--- src/rtl/wdg_lw_pkg.sv ---
package wdg_lw_pkg;

  localparam int ADDR_W = 2;
  localparam int DATA_W = 16;

  localparam logic [ADDR_W-1:0] A_CTRL = 2'd0;
  localparam logic [ADDR_W-1:0] A_CODE = 2'd1;
  localparam logic [ADDR_W-1:0] A_WIN  = 2'd2;
  localparam logic [ADDR_W-1:0] A_QA   = 2'd3;

  // protected bits of the control word: enable, mode, reset enable, thresholds
  localparam logic [10:0] CTRL_LOCK_MASK = 11'h7F3;

  typedef enum logic [1:0] {
    ST_IDLE = 2'd0,
    ST_LW   = 2'd1,
    ST_DIS  = 2'd2,
    ST_RUN  = 2'd3
  } wd_state_e;

  typedef struct packed {
    logic       en;
    logic       mode;
    logic       hold;
    logic       ret_long;
    logic       rst_en;
    logic [2:0] fail_th;
    logic [2:0] rst_th;
    logic       drv_req;
    logic [7:0] lw_code;
    logic [6:0] win1;
    logic [6:0] win2;
    logic [1:0] fdbk;
    logic [1:0] lfsr;
    logic [3:0] seed;
  } wd_cfg_t;

endpackage

--- src/rtl/wdg_lw_decode.sv ---
module wdg_lw_decode #(
  parameter int T80  = 80,
  parameter int T125 = 125,
  parameter int T4S  = 4000,
  parameter int CW   = 20
) (
  input  logic [7:0]    code,
  output logic [CW-1:0] dur
);

  localparam logic [7:0] SEG2_LAST = 8'h40;
  localparam int         SEG3_BIAS = 62;

  always_comb begin
    if (code == 8'h00) begin
      dur = CW'(T80);
    end else if (code <= SEG2_LAST) begin
      dur = CW'(code) * CW'(T125);
    end else begin
      dur = (CW'(code) - CW'(SEG3_BIAS)) * CW'(T4S);
    end
  end

  // every code yields a non-empty window
  always_comb begin
    dur_nonzero_chk: assert (dur != '0);
  end

endmodule

--- src/rtl/wdg_lw_timer.sv ---
module wdg_lw_timer #(
  parameter int CW = 20
) (
  input  logic          clk,
  input  logic          rst_n,
  input  logic          lw_act,
  input  logic          tick,
  input  logic [CW-1:0] dur,
  output logic          expire
);

  logic [CW-1:0] elapsed_q;
  logic [CW-1:0] elapsed_d;
  logic [CW-1:0] elapsed_inc;

  assign elapsed_inc = elapsed_q + CW'(1);
  assign expire      = lw_act && tick && (elapsed_inc >= dur);

  always_comb begin
    elapsed_d = elapsed_q;
    if (!lw_act) begin
      elapsed_d = '0;
    end else if (tick && !expire) begin
      elapsed_d = elapsed_inc;
    end
  end

  always_ff @(posedge clk or negedge rst_n) begin
    if (!rst_n) begin
      elapsed_q <= '0;
    end else begin
      elapsed_q <= elapsed_d;
    end
  end

  // the count restarts from zero on every entry into the window
  idle_clear_chk: assert property (@(posedge clk) disable iff (!rst_n)
    !lw_act |=> elapsed_q == '0);

  // the count only moves on a tick
  no_tick_hold_chk: assert property (@(posedge clk) disable iff (!rst_n)
    (lw_act && !tick) |=> $stable(elapsed_q));

endmodule

--- src/rtl/wdg_lw_cfg.sv ---
module wdg_lw_cfg
  import wdg_lw_pkg::*;
#(
  parameter logic [7:0] LW_CODE_RST = 8'h00
) (
  input  logic              clk,
  input  logic              rst_n,
  input  wd_state_e         st,
  input  logic              wr_en,
  input  logic [ADDR_W-1:0] wr_addr,
  input  logic [DATA_W-1:0] wr_data,
  output wd_cfg_t           cfg,
  output logic              wr_rej
);

  wd_cfg_t     cfg_q;
  wd_cfg_t     cfg_d;
  logic        rej_q;
  logic        rej_d;
  logic        open_w;
  logic [10:0] ctrl_now;
  logic        unused_data;

  assign unused_data = wr_data[15];
  assign open_w      = (st == ST_LW) || (st == ST_DIS);
  assign ctrl_now    = {cfg_q.drv_req, cfg_q.rst_th, cfg_q.fail_th, cfg_q.rst_en,
                        cfg_q.ret_long, cfg_q.hold, cfg_q.mode, cfg_q.en};

  always_comb begin
    cfg_d = cfg_q;
    rej_d = rej_q;
    if (wr_en) begin
      unique case (wr_addr)
        A_CTRL: begin
          cfg_d.hold     = wr_data[2];
          cfg_d.ret_long = wr_data[3];
          cfg_d.drv_req  = wr_data[11];
          if (open_w) begin
            cfg_d.mode    = wr_data[1];
            cfg_d.rst_en  = wr_data[4];
            cfg_d.fail_th = wr_data[7:5];
            cfg_d.rst_th  = wr_data[10:8];
            if ((st == ST_DIS) && wr_data[0] && cfg_q.hold) begin
              rej_d = 1'b1;
            end else begin
              cfg_d.en = wr_data[0];
            end
          end else if ((wr_data[10:0] & CTRL_LOCK_MASK) != (ctrl_now & CTRL_LOCK_MASK)) begin
            rej_d = 1'b1;
          end
        end
        A_CODE: begin
          if (open_w) cfg_d.lw_code = wr_data[7:0];
          else        rej_d = 1'b1;
        end
        A_WIN: begin
          if (open_w) begin
            cfg_d.win1 = wr_data[6:0];
            cfg_d.win2 = wr_data[14:8];
          end else begin
            rej_d = 1'b1;
          end
        end
        A_QA: begin
          if (open_w) begin
            cfg_d.fdbk = wr_data[1:0];
            cfg_d.lfsr = wr_data[3:2];
            cfg_d.seed = wr_data[7:4];
          end else begin
            rej_d = 1'b1;
          end
        end
        default: ;
      endcase
    end
  end

  always_ff @(posedge clk or negedge rst_n) begin
    if (!rst_n) begin
      cfg_q         <= '0;
      cfg_q.en      <= 1'b1;
      cfg_q.lw_code <= LW_CODE_RST;
      rej_q         <= 1'b0;
    end else begin
      cfg_q <= cfg_d;
      rej_q <= rej_d;
    end
  end

  assign cfg    = cfg_q;
  assign wr_rej = rej_q;


  lock_stable_chk: assert property (@(posedge clk) disable iff (!rst_n)
    !open_w |=> ($stable(cfg_q.win1) && $stable(cfg_q.win2) && $stable(cfg_q.lw_code)
                 && $stable(cfg_q.seed) && $stable(cfg_q.en) && $stable(cfg_q.fail_th)));


  rej_sticky_chk: assert property (@(posedge clk) disable iff (!rst_n)
    rej_q |=> rej_q);


  hold_blocks_en_chk: assert property (@(posedge clk) disable iff (!rst_n)
    (st == ST_DIS && cfg_q.hold && !cfg_q.en) |=> !cfg_q.en);

endmodule

--- src/rtl/wdg_lw_ctrl.sv ---
module wdg_lw_ctrl
  import wdg_lw_pkg::*;
#(
  parameter int         T80         = 80,
  parameter int         T125        = 125,
  parameter int         T4S         = 4000,
  parameter logic [7:0] LW_CODE_RST = 8'h00
) (
  input  logic        clk,
  input  logic        rst_n,
  input  logic        tick_ms,
  input  logic        rstout_rel,
  input  logic        err_other,
  input  logic        wr_en,
  input  logic [1:0]  wr_addr,
  input  logic [15:0] wr_data,
  output logic        lw_active,
  output logic        wd_disabled,
  output logic        cfg_locked,
  output logic        seq_start,
  output logic        drv_en,
  output logic        wr_rejected,
  output logic        cfg_enable,
  output logic        cfg_mode,
  output logic        cfg_hold,
  output logic        cfg_ret_long,
  output logic        cfg_rst_en,
  output logic [2:0]  cfg_fail_th,
  output logic [2:0]  cfg_rst_th,
  output logic [7:0]  cfg_lw_code,
  output logic [6:0]  cfg_win1,
  output logic [6:0]  cfg_win2,
  output logic [1:0]  cfg_fdbk,
  output logic [1:0]  cfg_lfsr,
  output logic [3:0]  cfg_seed
);

  localparam int MAX_A  = (T80 > 64 * T125) ? T80 : 64 * T125;
  localparam int MAX_T  = (MAX_A > 193 * T4S) ? MAX_A : 193 * T4S;
  localparam int CW     = $clog2(MAX_T + 1);

  wd_state_e     st_q;
  wd_state_e     st_d;
  wd_cfg_t       cfg;
  logic [CW-1:0] dur;
  logic          expire;
  logic          start_q;
  logic          start_d;

  wdg_lw_cfg #(.LW_CODE_RST(LW_CODE_RST)) u_cfg (
    .clk     (clk),
    .rst_n   (rst_n),
    .st      (st_q),
    .wr_en   (wr_en),
    .wr_addr (wr_addr),
    .wr_data (wr_data),
    .cfg     (cfg),
    .wr_rej  (wr_rejected)
  );

  wdg_lw_decode #(.T80(T80), .T125(T125), .T4S(T4S), .CW(CW)) u_dec (
    .code (cfg.lw_code),
    .dur  (dur)
  );

  wdg_lw_timer #(.CW(CW)) u_tmr (
    .clk    (clk),
    .rst_n  (rst_n),
    .lw_act (st_q == ST_LW),
    .tick   (tick_ms),
    .dur    (dur),
    .expire (expire)
  );

  always_comb begin
    st_d = st_q;
    unique case (st_q)
      ST_IDLE: if (rstout_rel) st_d = ST_LW;
      ST_LW: begin
        if (!cfg.en)     st_d = ST_DIS;
        else if (expire) st_d = ST_RUN;
      end
      ST_DIS:  if (cfg.en) st_d = ST_LW;
      ST_RUN:  st_d = ST_RUN;
      default: st_d = ST_IDLE;
    endcase
    start_d = (st_q == ST_LW) && (st_d == ST_RUN);
  end

  always_ff @(posedge clk or negedge rst_n) begin
    if (!rst_n) begin
      st_q    <= ST_IDLE;
      start_q <= 1'b0;
    end else begin
      st_q    <= st_d;
      start_q <= start_d;
    end
  end

  assign lw_active    = (st_q == ST_LW);
  assign wd_disabled  = (st_q == ST_DIS);
  assign cfg_locked   = (st_q == ST_RUN);
  assign seq_start    = start_q;
  assign drv_en       = wd_disabled && cfg.drv_req && !err_other;

  assign cfg_enable   = cfg.en;
  assign cfg_mode     = cfg.mode;
  assign cfg_hold     = cfg.hold;
  assign cfg_ret_long = cfg.ret_long;
  assign cfg_rst_en   = cfg.rst_en;
  assign cfg_fail_th  = cfg.fail_th;
  assign cfg_rst_th   = cfg.rst_th;
  assign cfg_lw_code  = cfg.lw_code;
  assign cfg_win1     = cfg.win1;
  assign cfg_win2     = cfg.win2;
  assign cfg_fdbk     = cfg.fdbk;
  assign cfg_lfsr     = cfg.lfsr;
  assign cfg_seed     = cfg.seed;


  run_terminal_chk: assert property (@(posedge clk) disable iff (!rst_n)
    (st_q == ST_RUN) |=> (st_q == ST_RUN));


  start_from_lw_chk: assert property (@(posedge clk) disable iff (!rst_n)
    $rose(cfg_locked) |-> (seq_start && $past(lw_active)));


  dis_stays_chk: assert property (@(posedge clk) disable iff (!rst_n)
    (st_q == ST_DIS && !cfg.en) |=> (st_q == ST_DIS));


  start_single_chk: assert property (@(posedge clk) disable iff (!rst_n)
    seq_start |=> !seq_start);

endmodule

--- config.mk ---
export PLATFORM = sky130hd
export DESIGN_NAME = wdg_lw_ctrl
export DESIGN_NICKNAME = d
export VERILOG_FILES = /design/src/rtl/wdg_lw_pkg.sv /design/src/rtl/wdg_lw_decode.sv /design/src/rtl/wdg_lw_timer.sv /design/src/rtl/wdg_lw_cfg.sv /design/src/rtl/wdg_lw_ctrl.sv
export SDC_FILE = /design/constraint.sdc
export NUM_CORES = 1
export LEC_CHECK = 0
export CORE_MARGIN = 2
export CORE_UTILIZATION = 35
export CTS_CLUSTER_DIAMETER = 40
export DETAILED_ROUTE_END_ITERATION = 8
export GPL_TIMING_DRIVEN = 0
export SLEW_MARGIN = 0
export SYNTH_ARGS = -nofsm -noshare
export SYNTH_HDL_FRONTEND = slang
export SYNTH_SLANG_ARGS = --single-unit
--- constraint.sdc ---
create_clock -name clk -period 8.7 [get_ports clk]
set_clock_uncertainty 0.15 [all_clocks]
set_input_delay 2.61 -clock clk [delete_from_list [all_inputs] [get_ports clk]]
set_output_delay 2.61 -clock clk [all_outputs]
set_load 0.02 [all_outputs]
After elaboration in Yosys (flattened, before gate mapping)
Cells that the tools add are included.
{"block": "totals", "output_inout_bits": 47, "elab_cells": 73, "input_bits": 24, "register_bits": 66}
{"block": "classes", "n_lt_le_gt_ge": 2, "n_mux": 14, "add_sub_neg": 2, "reduce_logical": 22, "mul": 2, "eq_ne": 12, "n_bitwise": 1}
{"cell": "$mux 20", "count": 4}
{"cell": "$add 20x1->20 const B", "count": 1}
{"cell": "$ge 20x20->1", "count": 1}
{"cell": "$mul 20x7->15 const B", "count": 1}
{"cell": "$mul 8x7->15 const B", "count": 1}
{"cell": "$reduce_and 3->1", "count": 4}
{"cell": "$eq 2x2->1 const B", "count": 5}
{"cell": "$ne 9x9->1", "count": 1}
{"cell": "$sub 8x6->9 const B", "count": 1}
{"cell": "$le 8x7->1 const B", "count": 1}
{"cell": "$logic_and 1x1->1", "count": 8}
{"cell": "$logic_not 8->1", "count": 1}
{"cell": "$mux 2", "count": 4}
{"cell": "$pmux 2 s4", "count": 1}
{"cell": "$reduce_and 4->1", "count": 2}
{"cell": "$eq 2x1->1 const B", "count": 2}
{"cell": "$logic_not 2->1", "count": 2}
{"cell": "$mux 1", "count": 4}
{"cell": "$ne 2x2->1 const B", "count": 2}
{"cell": "$ne 3x1->1 const B", "count": 1}
{"cell": "$ne 3x3->1 const B", "count": 1}
{"cell": "$reduce_or 3->1", "count": 1}
{"cell": "$logic_not 1->1", "count": 2}
{"cell": "$pmux 1 s2", "count": 1}
{"cell": "3 further kinds", "count": 3}

Logic depth before layout (Yosys ltp)
Gate-level depths: netlist (run 1).
{"block": "depth", "word_depth": 11, "mapped_depth": 28, "ltp_nobuf": 26}

Hierarchy
From an unflattened synthesis (run 1), not the netlist that was laid out.
{"block": "unflattened", "cells_unflattened": 736, "hier_area_um2": 7179.4}
{"module": "wdg_lw_decode", "seq_area_each_um2": 0.0, "n_inst": 1, "area_per_inst_um2": 3389.5, "cells_each": 389}
{"module": "wdg_lw_timer", "seq_area_each_um2": 500.5, "n_inst": 1, "area_per_inst_um2": 1826.8, "cells_each": 215}
{"module": "wdg_lw_cfg", "seq_area_each_um2": 1077.3, "n_inst": 1, "area_per_inst_um2": 1799.2, "cells_each": 117}
{"module": "wdg_lw_ctrl", "seq_area_each_um2": 75.1, "n_inst": 1, "area_per_inst_um2": 163.9, "cells_each": 15}

Worst setup path after synthesis (run 1)
Ideal clock, no wire load.
{"block": "synth_path", "path_kind": "reg2reg", "from": "register u_cfg.cfg_q (netlist bit u_cfg.cfg[28])", "to": "register u_tmr.elapsed_q[19]", "synth_period_minus_slack_ns": 6.633, "required_time_ns": 8.471, "t_arrival_ns": 6.404, "path_stages_with_launch": 27, "setup_time_ns": 0.079, "path_buffers": 0, "slack_ns": 2.067, "path_cell_list": "dfrtp_1 inv_1 ha_1 nand4_1 nand2_1 inv_1 ha_1 inv_1 fa_1 inv_1 fa_1 inv_1 fa_1 inv_1 ha_1 or2_2 a21o_1 o41a_1 mux2i_1 nor3_1 ha_1 a21oi_1 o21ai_1 nor2_1 inv_2 o41ai_1 mux2i_1"}
{"block": "synth_via", "elab_chain_cells": 9, "elab_cells_between_ends": 12, "cone_classes": "1 x add/sub; 2 x mul; 2 x order compare; 1 x eq/ne; 2 x mux; 4 x reduce/logical"}
{"element": "start: declaration", "line": "wdg_lw_cfg.sv:16", "source": "wd_cfg_t cfg_q;"}
{"element": "start signal: assignment", "line": "wdg_lw_cfg.sv:85", "source": "cfg_q <= cfg_d;"}
{"element": "$sub 8x6->9", "line": "wdg_lw_decode.sv:20", "source": "dur = (CW'(code) - CW'(SEG3_BIAS)) * CW'(T4S);"}
{"element": "$mul 20x7->15", "line": "wdg_lw_decode.sv:20"}
{"element": "$mux 20", "line": "wdg_lw_decode.sv:17", "source": "end else if (code <= SEG2_LAST) begin"}
{"element": "$mux 20 (*)", "line": "wdg_lw_decode.sv:15", "source": "if (code == 8'h00) begin"}
{"element": "$ge 20x20->1 (*)", "line": "wdg_lw_timer.sv:17", "source": "assign expire = lw_act && tick && (elapsed_inc >= dur);"}
{"element": "$logic_and 1x1->1 (*)", "line": "wdg_lw_timer.sv:17"}
{"element": "$logic_not 1->1 (*)", "line": "wdg_lw_timer.sv:23", "source": "end else if (tick && !expire) begin"}
{"element": "$logic_and 1x1->1 (*)", "line": "wdg_lw_timer.sv:23"}
{"element": "$ne 2x2->1 (no line) (*)"}
{"element": "end signal: assignment", "line": "wdg_lw_timer.sv:32", "source": "elapsed_q <= elapsed_d;"}
{"element": "end: declaration", "line": "wdg_lw_timer.sv:12", "source": "logic [CW-1:0] elapsed_q;"}
Every way passes the cells marked *; elsewhere a longest branch is shown, timed or not.
A chain may end at the register's enable or synchronous reset.

Worst setup path in the final report (run 1)
{"block": "layout_path", "from": "register u_cfg.cfg_q (netlist bit u_cfg.cfg[28])", "to": "register u_tmr.elapsed_q[5]"}
The elaborated chain is that of the path after synthesis.

==> parameters.txt, run 1 <==
Parameter                              Value

Run status
  Status ... complete, no violations

Timing
  Highest Clock Rate ... 0.1274 GHz
  Worst hold slack ... 329.5 ps
  Finish-stage setup viols ... 0
  Max-slew violations ... 0
  Unrepaired setup endpoints after global routing ... no
  Final sum of negative setup slack ... 0 ps
  Worst slew pin tran ... between 800 and 900 ps
  Portion of the clock cycle consumed by the worst path in the final layout ... 90.23%
  Headroom to the max-slew limit ... 42.28%
  Number of hold violations in the final report ... 0
  Shortest period the worst path allows ... 7850 ps

Placed design
  Port buffer count ... 68
  DP HPWL ... 14120 um
  Final estimated routing congestion in global placement ... ~0.9

Yosys
  Post-synth top area cell ... sky130_fd_sc_hd__dfrtp_1
  Gate count of the mapped netlist ... 820
  Fraction of post-synthesis cell area in the top cell type by area ... 21.32%
  Top FF cell, synth ... sky130_fd_sc_hd__dfrtp_1
  Main area contributors after synthesis ... sky130_fd_sc_hd__dfrtp_1 21%, sky130_fd_sc_hd__ha_1 16%, sky130_fd_sc_hd__fa_1 12%, sky130_fd_sc_hd__mux2_2 5.6%, sky130_fd_sc_hd__inv_1 4.6%
  Share of synthesized flip-flops with an asynchronous set or reset ... 100.0%
  Mean instance size in the synthesized netlist ... 9.303 um^2
  Top cell types by occurrence after synthesis ... 100 x sky130_fd_sc_hd__ha_1, 94 x sky130_fd_sc_hd__inv_1, 69 x sky130_fd_sc_hd__nand2_1
  Number of distinct library cells after synthesis ... 58
  Post-synthesis net count ... ~1000
  EDFF count, synth ... 0
  Number of synthesized register bits ... 66
  Most repeated cell in the gate-level netlist after synthesis ... sky130_fd_sc_hd__ha_1
  Syn. warnings ... 0
  Combined area of all synthesized cells ... 7629 um^2
  Share of the yosys chip area belonging to registers ... 21.67%

Setup path
  Type of the worst setup path ... reg -> reg
  Crit-path max FO ... 9
  Data arrival time at the worst-slack endpoint ... between 7000 and 8000 ps
  Critical path required time ... 8800 ps
  Element type at the critical path end ... flip-flop
  Startpoint types ... flip-flop

GRT
  Remaining global-route overflow ... 0
  Total GRT Usage ... 16.23%
  Number of antenna violations at the first check in global routing ... 0
  Via count of the first global-routing pass ... 5996
  Pin count of the biggest net entering global routing ... 67
  First-pass GRT wire length ... about 30000 um

Floorplanning
  Die ar. ... between 20000 and 25000 um^2
  Io pins ... 71
  Placeable Area ... 21620 um^2
  Total number of placement rows ... 54
  Initial Util ... a little over a third
  DIE WIDTH ... 151.6 um
  Die height ... 151.6 um

Worst hold path
  Class of the tightest hold or removal check ... reg -> reg

CTS
  Maximum buffer depth of the clock tree ... 2
  Clk pin slew, worst setup/hold paths ... 60 ps
  Clock insertion delay at the later pin of the skew report ... ~330 ps
  Setup Buffers After CTS ... 0
  CTS resizes ... 0
  Number of clock buffers inserted by TritonCTS ... 9
  Clk Tree Root Cell ... sky130_fd_sc_hd__clkbuf_16
  Number of clock sinks ... 66
  CTS tree ... done
  Hold-fix buffers at CTS ... 0
  Maximum level of the CTS H-tree ... 3

Layout
  Total number of nets in the final design ... 1067
  Fill count ... 2174
  Area overhead of the layout relative to synthesis ... 17.39%
  N_diodes ... 0
  Fin util ... 41.42%
  Layout cells sized above 1 ... between 10% and 20%

Routing
  Number of violations reported at the end of detailed-routing iteration 0 ... 280
  Routed length per instance ... about 15 um
  Remaining routing DRC violations ... 0
  Sum of routed wire length over all layers ... between 15000 and 20000 um
  DRT antenna net count ... 0
  Number of vias after detailed routing ... between 5000 and 6000
  Pre-Repair DR Iteration Count ... 4
  Via/cell ratio ... around 5

Flow run
  Max-capacitance violation count ... 0
-- cell type report --
type                       count  area (um^2)  share of cell area [%]
inverter                      95        356.6                   3.982
timing repair buffer          68        678.2                   7.573
multi-input combinational    605         5279                   58.95
sequential                    66         1653                   18.46
tap                          280        350.3                   3.912
clock buffer                  11        242.7                   2.711
buffer                        54        340.3                   3.800
clock inverter                 5        55.05                  0.6148
-- worst max-delay path, cell delays in order (launching register included) --
cell and delay [ps]:
sky130_fd_sc_hd__dfrtp_1 510, sky130_fd_sc_hd__inv_1 400, sky130_fd_sc_hd__ha_1 270, sky130_fd_sc_hd__nand4_1 130, sky130_fd_sc_hd__nand2_1 440, sky130_fd_sc_hd__inv_1 250
sky130_fd_sc_hd__ha_1 370, sky130_fd_sc_hd__inv_1 60, sky130_fd_sc_hd__fa_1 520, sky130_fd_sc_hd__inv_1 50, sky130_fd_sc_hd__fa_1 500, sky130_fd_sc_hd__inv_1 50
sky130_fd_sc_hd__fa_1 490, sky130_fd_sc_hd__inv_1 50, sky130_fd_sc_hd__ha_1 310, sky130_fd_sc_hd__or2_2 290, sky130_fd_sc_hd__a21o_1 180, sky130_fd_sc_hd__o41a_1 140
sky130_fd_sc_hd__mux2i_1 140, sky130_fd_sc_hd__nor3_1 240, sky130_fd_sc_hd__ha_1 300, sky130_fd_sc_hd__a21oi_1 200, sky130_fd_sc_hd__o21ai_1 250, sky130_fd_sc_hd__nor2_1 600
sky130_fd_sc_hd__inv_2 160, sky130_fd_sc_hd__o41ai_1 460, sky130_fd_sc_hd__mux2i_1 240
-- per-stage QoR --
| step | cells | area, um^2 | setup slack, ps |
|---|---|---|---|
| floorplan | 820 | 7629 | 2067 |
| global placement | 1168 | 8660 | 896.6 |
| detailed placement | 1168 | 8657 | 836.8 |
| CTS | 1184 | 8955 | 827.4 |
| global route | 1184 | 8955 | 360.2 |
| finish | 1184 | 8955 | 850.1 |
-- kinds of logic (layout without fill, tap and decap cells) --
| group | count (synthesis) | after routing | synth area share (%) |
|---|---|---|---|
| simple gates | 218 | 218 | 15.63 |
| mux | 60 | 60 | 8.496 |
| buf+inv | 149 | 233 | 9.136 |
| xor+xnor | 60 | 60 | 6.889 |
| flops | 66 | 66 | 21.67 |
| compound gates | 123 | 123 | 10.23 |
| fa+ha+maj | 144 | 144 | 27.95 |
-- flip-flops by register name (all words and copies together) (netlist names) --
name             flops
u_cfg.cfg           42
u_tmr.elapsed_q     20
st_q                 2
seq_start            1
u_cfg.wr_rej         1
-- per-layer routing --
layer	share of wire [%]	track usage [%]	up-vias
met5	0	0	-
met4	0.99	3.796	0
met3	5.9	3.862	16
met2	46	25.81	137
met1	47	22.40	2833
li1	-	-	2956
-- worst paths after layout --
path	from	slack, ps	end	depth (start not counted)
min	u_cfg.cfg[15]	330	u_cfg.cfg[15]	2
min in group asynchronous	rst_n	2230	u_cfg.cfg[17]	1
max in group asynchronous	rst_n	5590	u_tmr.elapsed_q[17]	1
max	u_cfg.cfg[28]	850	u_tmr.elapsed_q[5]	26
min reg2reg	u_cfg.cfg[15]	330	u_cfg.cfg[15]	2
max reg2reg	u_cfg.cfg[28]	850	u_tmr.elapsed_q[5]	26
-- placed cells by master, fill, tap and decap left out, types with 3 or more instances in the layout --
| cell | instances |
|---|---|
| sky130_fd_sc_hd__clkbuf_1 | 17 |
| sky130_fd_sc_hd__nor4_1 | 3 |
| sky130_fd_sc_hd__o211ai_1 | 4 |
| sky130_fd_sc_hd__o41ai_1 | 5 |
| sky130_fd_sc_hd__fa_1 | 44 |
| sky130_fd_sc_hd__buf_4 | 37 |
| sky130_fd_sc_hd__xor2_1 | 31 |
| sky130_fd_sc_hd__xnor2_1 | 29 |
| sky130_fd_sc_hd__o21ai_0 | 21 |
| sky130_fd_sc_hd__o21ai_1 | 11 |
| sky130_fd_sc_hd__nand2_1 | 69 |
| sky130_fd_sc_hd__nor2b_1 | 6 |
| sky130_fd_sc_hd__a21o_1 | 9 |
| sky130_fd_sc_hd__clkdlybuf4s50_1 | 67 |
| sky130_fd_sc_hd__o21a_1 | 6 |
| sky130_fd_sc_hd__nor2_1 | 25 |
| sky130_fd_sc_hd__and4_1 | 6 |
| sky130_fd_sc_hd__clkbuf_16 | 9 |
| sky130_fd_sc_hd__a2111oi_0 | 3 |
| sky130_fd_sc_hd__or4_1 | 5 |
| sky130_fd_sc_hd__nand2b_1 | 24 |
| sky130_fd_sc_hd__mux2i_1 | 22 |
| sky130_fd_sc_hd__nand4_1 | 17 |
| sky130_fd_sc_hd__a211oi_1 | 7 |
| sky130_fd_sc_hd__dfrtp_1 | 65 |
| sky130_fd_sc_hd__nor3_1 | 11 |
| sky130_fd_sc_hd__nand3_1 | 20 |
| sky130_fd_sc_hd__ha_1 | 100 |
| sky130_fd_sc_hd__and3_1 | 11 |
| sky130_fd_sc_hd__o22ai_1 | 11 |
| sky130_fd_sc_hd__and2_1 | 3 |
| sky130_fd_sc_hd__inv_1 | 94 |
| sky130_fd_sc_hd__a21oi_1 | 30 |
| sky130_fd_sc_hd__mux2_2 | 38 |
Power of run 1 is left out: the tool's default activity adds up to more than one toggle a clock period on the data nets, which glitch-free logic cannot reach.
==> run 2: changes to the inputs <==
- RECOVER_POWER: default -> 100
==> parameters.txt, run 2 (synthesis gave the netlist of run 1 again) <==
Parameter                              Value

Run status
  Status ... finished with violations
  Violations in the final reports ... capacitance limit, slew limit

GRT
  Number of antenna violations at the first check in global routing ... 0 (unchanged)
  Via count of the first global-routing pass ... 5996 (unchanged)
  Pin count of the biggest net entering global routing ... 67 (unchanged)
  Remaining global-route overflow ... 0 (unchanged)
  First-pass GRT wire length ... 29800 um (unchanged)
  Total GRT Usage ... 16.23% (unchanged)

Layout
  Area of combinational cells with multiple inputs ... 5279 um^2 (unchanged)
  Fill count ... 2175 (+0.046%)
  Most frequent cells in the layout ... 100 x sky130_fd_sc_hd__ha_1, 95 x sky130_fd_sc_hd__inv_1, 69 x sky130_fd_sc_hd__nand2_1, 65 x sky130_fd_sc_hd__dfrtp_1, 49 x sky130_fd_sc_hd__dlygate4sd3_1
  Layout cells sized above 1 ... 11.39% (-0.22 points)
  Area overhead of the layout relative to synthesis ... 17.34% (about the same)
  Flip-flop count of the largest register after layout ... 42 (unchanged)
  Footprint of the flip-flops and latches ... 1653 um^2 (unchanged)
  N_diodes ... 0 (unchanged)
  Most common cell after layout, fill and taps aside ... sky130_fd_sc_hd__ha_1
  Total number of nets in the final design ... 1067 (unchanged)

CTS
  Number of clock sinks ... 66 (unchanged)
  CTS resizes ... 0 (unchanged)
  CTS tree ... done
  Setup Buffers After CTS ... 0 (unchanged)
  Maximum buffer depth of the clock tree ... 2 (unchanged)
  Number of clock buffers inserted by TritonCTS ... 9 (unchanged)
  Clock insertion delay at the later pin of the skew report ... 340 ps (about the same)
  Maximum level of the CTS H-tree ... 3 (unchanged)
  Clk Tree Root Cell ... sky130_fd_sc_hd__clkbuf_16
  Hold-fix buffers at CTS ... 0 (unchanged)
  Clk pin slew, worst setup/hold paths ... 60 ps (about the same)

Routing
  Via/cell ratio ... 5.040 (+0.42%)
  Number of violations reported at the end of detailed-routing iteration 0 ... 258 (-7.9%)
  Routed length per instance ... 15.05 um (+0.20%)
  Remaining routing DRC violations ... 0 (unchanged)
  DRT antenna net count ... 0 (unchanged)
  Number of vias after detailed routing ... 5967 (+0.42%)
  Sum of routed wire length over all layers ... 17820 um (+0.20%)
  Pre-Repair DR Iteration Count ... 4 (unchanged)

Floorplanning
  Placeable Area ... 21620 um^2 (unchanged)
  Die ar. ... 22990 um^2 (unchanged)
  Die height ... 151.6 um (unchanged)
  Initial Util ... 35.28% (unchanged)
  Total number of placement rows ... 54 (unchanged)
  DIE WIDTH ... 151.6 um (unchanged)
  Io pins ... 71 (unchanged)

Setup path
  Buffers and inverters on the worst path ... 7 (unchanged)
  R2R cell count ... 26 (unchanged)
  Startpoint types ... flip-flop
  Most used cell along the critical path ... sky130_fd_sc_hd__inv_1
  Category of cells accounting for the largest share of critical-path delay ... adder cells
  Crit-path max FO ... 9 (unchanged)
  Critical path required time ... 8730 ps (-70 ps)
  Max stage delay cell, worst path ... sky130_fd_sc_hd__nor2_1
  Data arrival time at the worst-slack endpoint ... 8000 ps (+50 ps)
  Launching point of the worst reg2reg path ... u_cfg.cfg[28]
  Setup slack, reg-to-reg ... 730 ps (-120 ps)
  Worst stage delay on the critical path ... 560 ps (-40 ps)
  Type of the worst setup path ... reg -> reg
  Worst reg2reg path endpoint ... seq_start
  Element type at the critical path end ... flip-flop

Worst hold path
  Start point of the worst min-delay path ... u_cfg.wr_rej
  Terminating pin of the worst hold path ... u_cfg.wr_rej
  Hold path depth ... 1 (-1)
  Class of the tightest hold or removal check ... reg -> reg

Timing
  Highest Clock Rate ... 0.1254 GHz (-1.6%)
  Unrepaired setup endpoints after global routing ... no
  Shortest period the worst path allows ... 7974 ps (+124.5 ps)
  Portion of the clock cycle consumed by the worst path in the final layout ... 91.66% (+1.4 points)
  Max-slew violations ... 67 (+67)
  Finish-stage setup viols ... 0 (unchanged)
  Number of hold violations in the final report ... 0 (unchanged)
  Headroom to the max-slew limit ... -142.9% (-190 points)
  Worst slew pin tran ... 3644 ps (+2778 ps)
  Final sum of negative setup slack ... 0 ps (unchanged)

Placed design
  Port buffer count ... 68 (unchanged)
  Final estimated routing congestion in global placement ... 0.9264 (unchanged)
  DP HPWL ... 14120 um (unchanged)

Flow run
  Max-capacitance violation count ... 1 (+1)
run 2: worst max-delay path by stage:
stage / start / endpoint / slack [ps] / cells past startpoint
2_1_floorplan: u_cfg.cfg[28] / u_tmr.elapsed_q[19] / 2070 / 26
3_3_place_gp: u_cfg.cfg[28] / u_tmr.elapsed_q[5] / 900 / 26
3_5_place_dp: u_cfg.cfg[28] / u_tmr.elapsed_q[5] / 840 / 26
4_1_cts: u_cfg.cfg[28] / u_tmr.elapsed_q[5] / 830 / 26
5_1_grt: u_cfg.cfg[28] / seq_start / 280 / 26
6_report: u_cfg.cfg[28] / seq_start / 730 / 26
run 2: area by class of cell:
class	instances	area share, %
clock inverter	5	0.6150
multi-input combinational	605	58.97
buffer	54	3.802
inverter	95	3.984
tap	280	3.914
timing repair buffer	68	7.534
sequential	66	18.47
clock buffer	11	2.712
run 2: routing by layer:
| layer | vias up | track usage, % | part of all wire (%) |
|---|---|---|---|
| met5 | - | 0 | 0 |
| met4 | 0 | 3.796 | 1.1 |
| met3 | 17 | 3.862 | 5.7 |
| met2 | 134 | 25.81 | 46 |
| met1 | 2860 | 22.40 | 47 |
| li1 | 2956 | - | - |
run 2: metrics by stage:
stage	utilization, %	hold WS [ps]	cell area (um^2)	cells	worst slack, ps
2_1_floorplan	-	301.0	7629	820	2067
5_1_grt	41.40	356.8	8951	1184	275.4
3_5_place_dp	40.04	312.7	8657	1168	836.8
4_1_cts	41.42	329.8	8955	1184	827.4
6_report	41.40	327.1	8951	1184	725.6
3_3_place_gp	40.05	300.0	8660	1168	896.6
Power of run 2 is left out for the same reason.
==> run 3: changes to the inputs <==
- CAP_MARGIN: default -> 15
==> results of run 3 <==
Final layout, timing and power as in run 2 (identical DEF).
Power of run 3 is left out for the same reason.
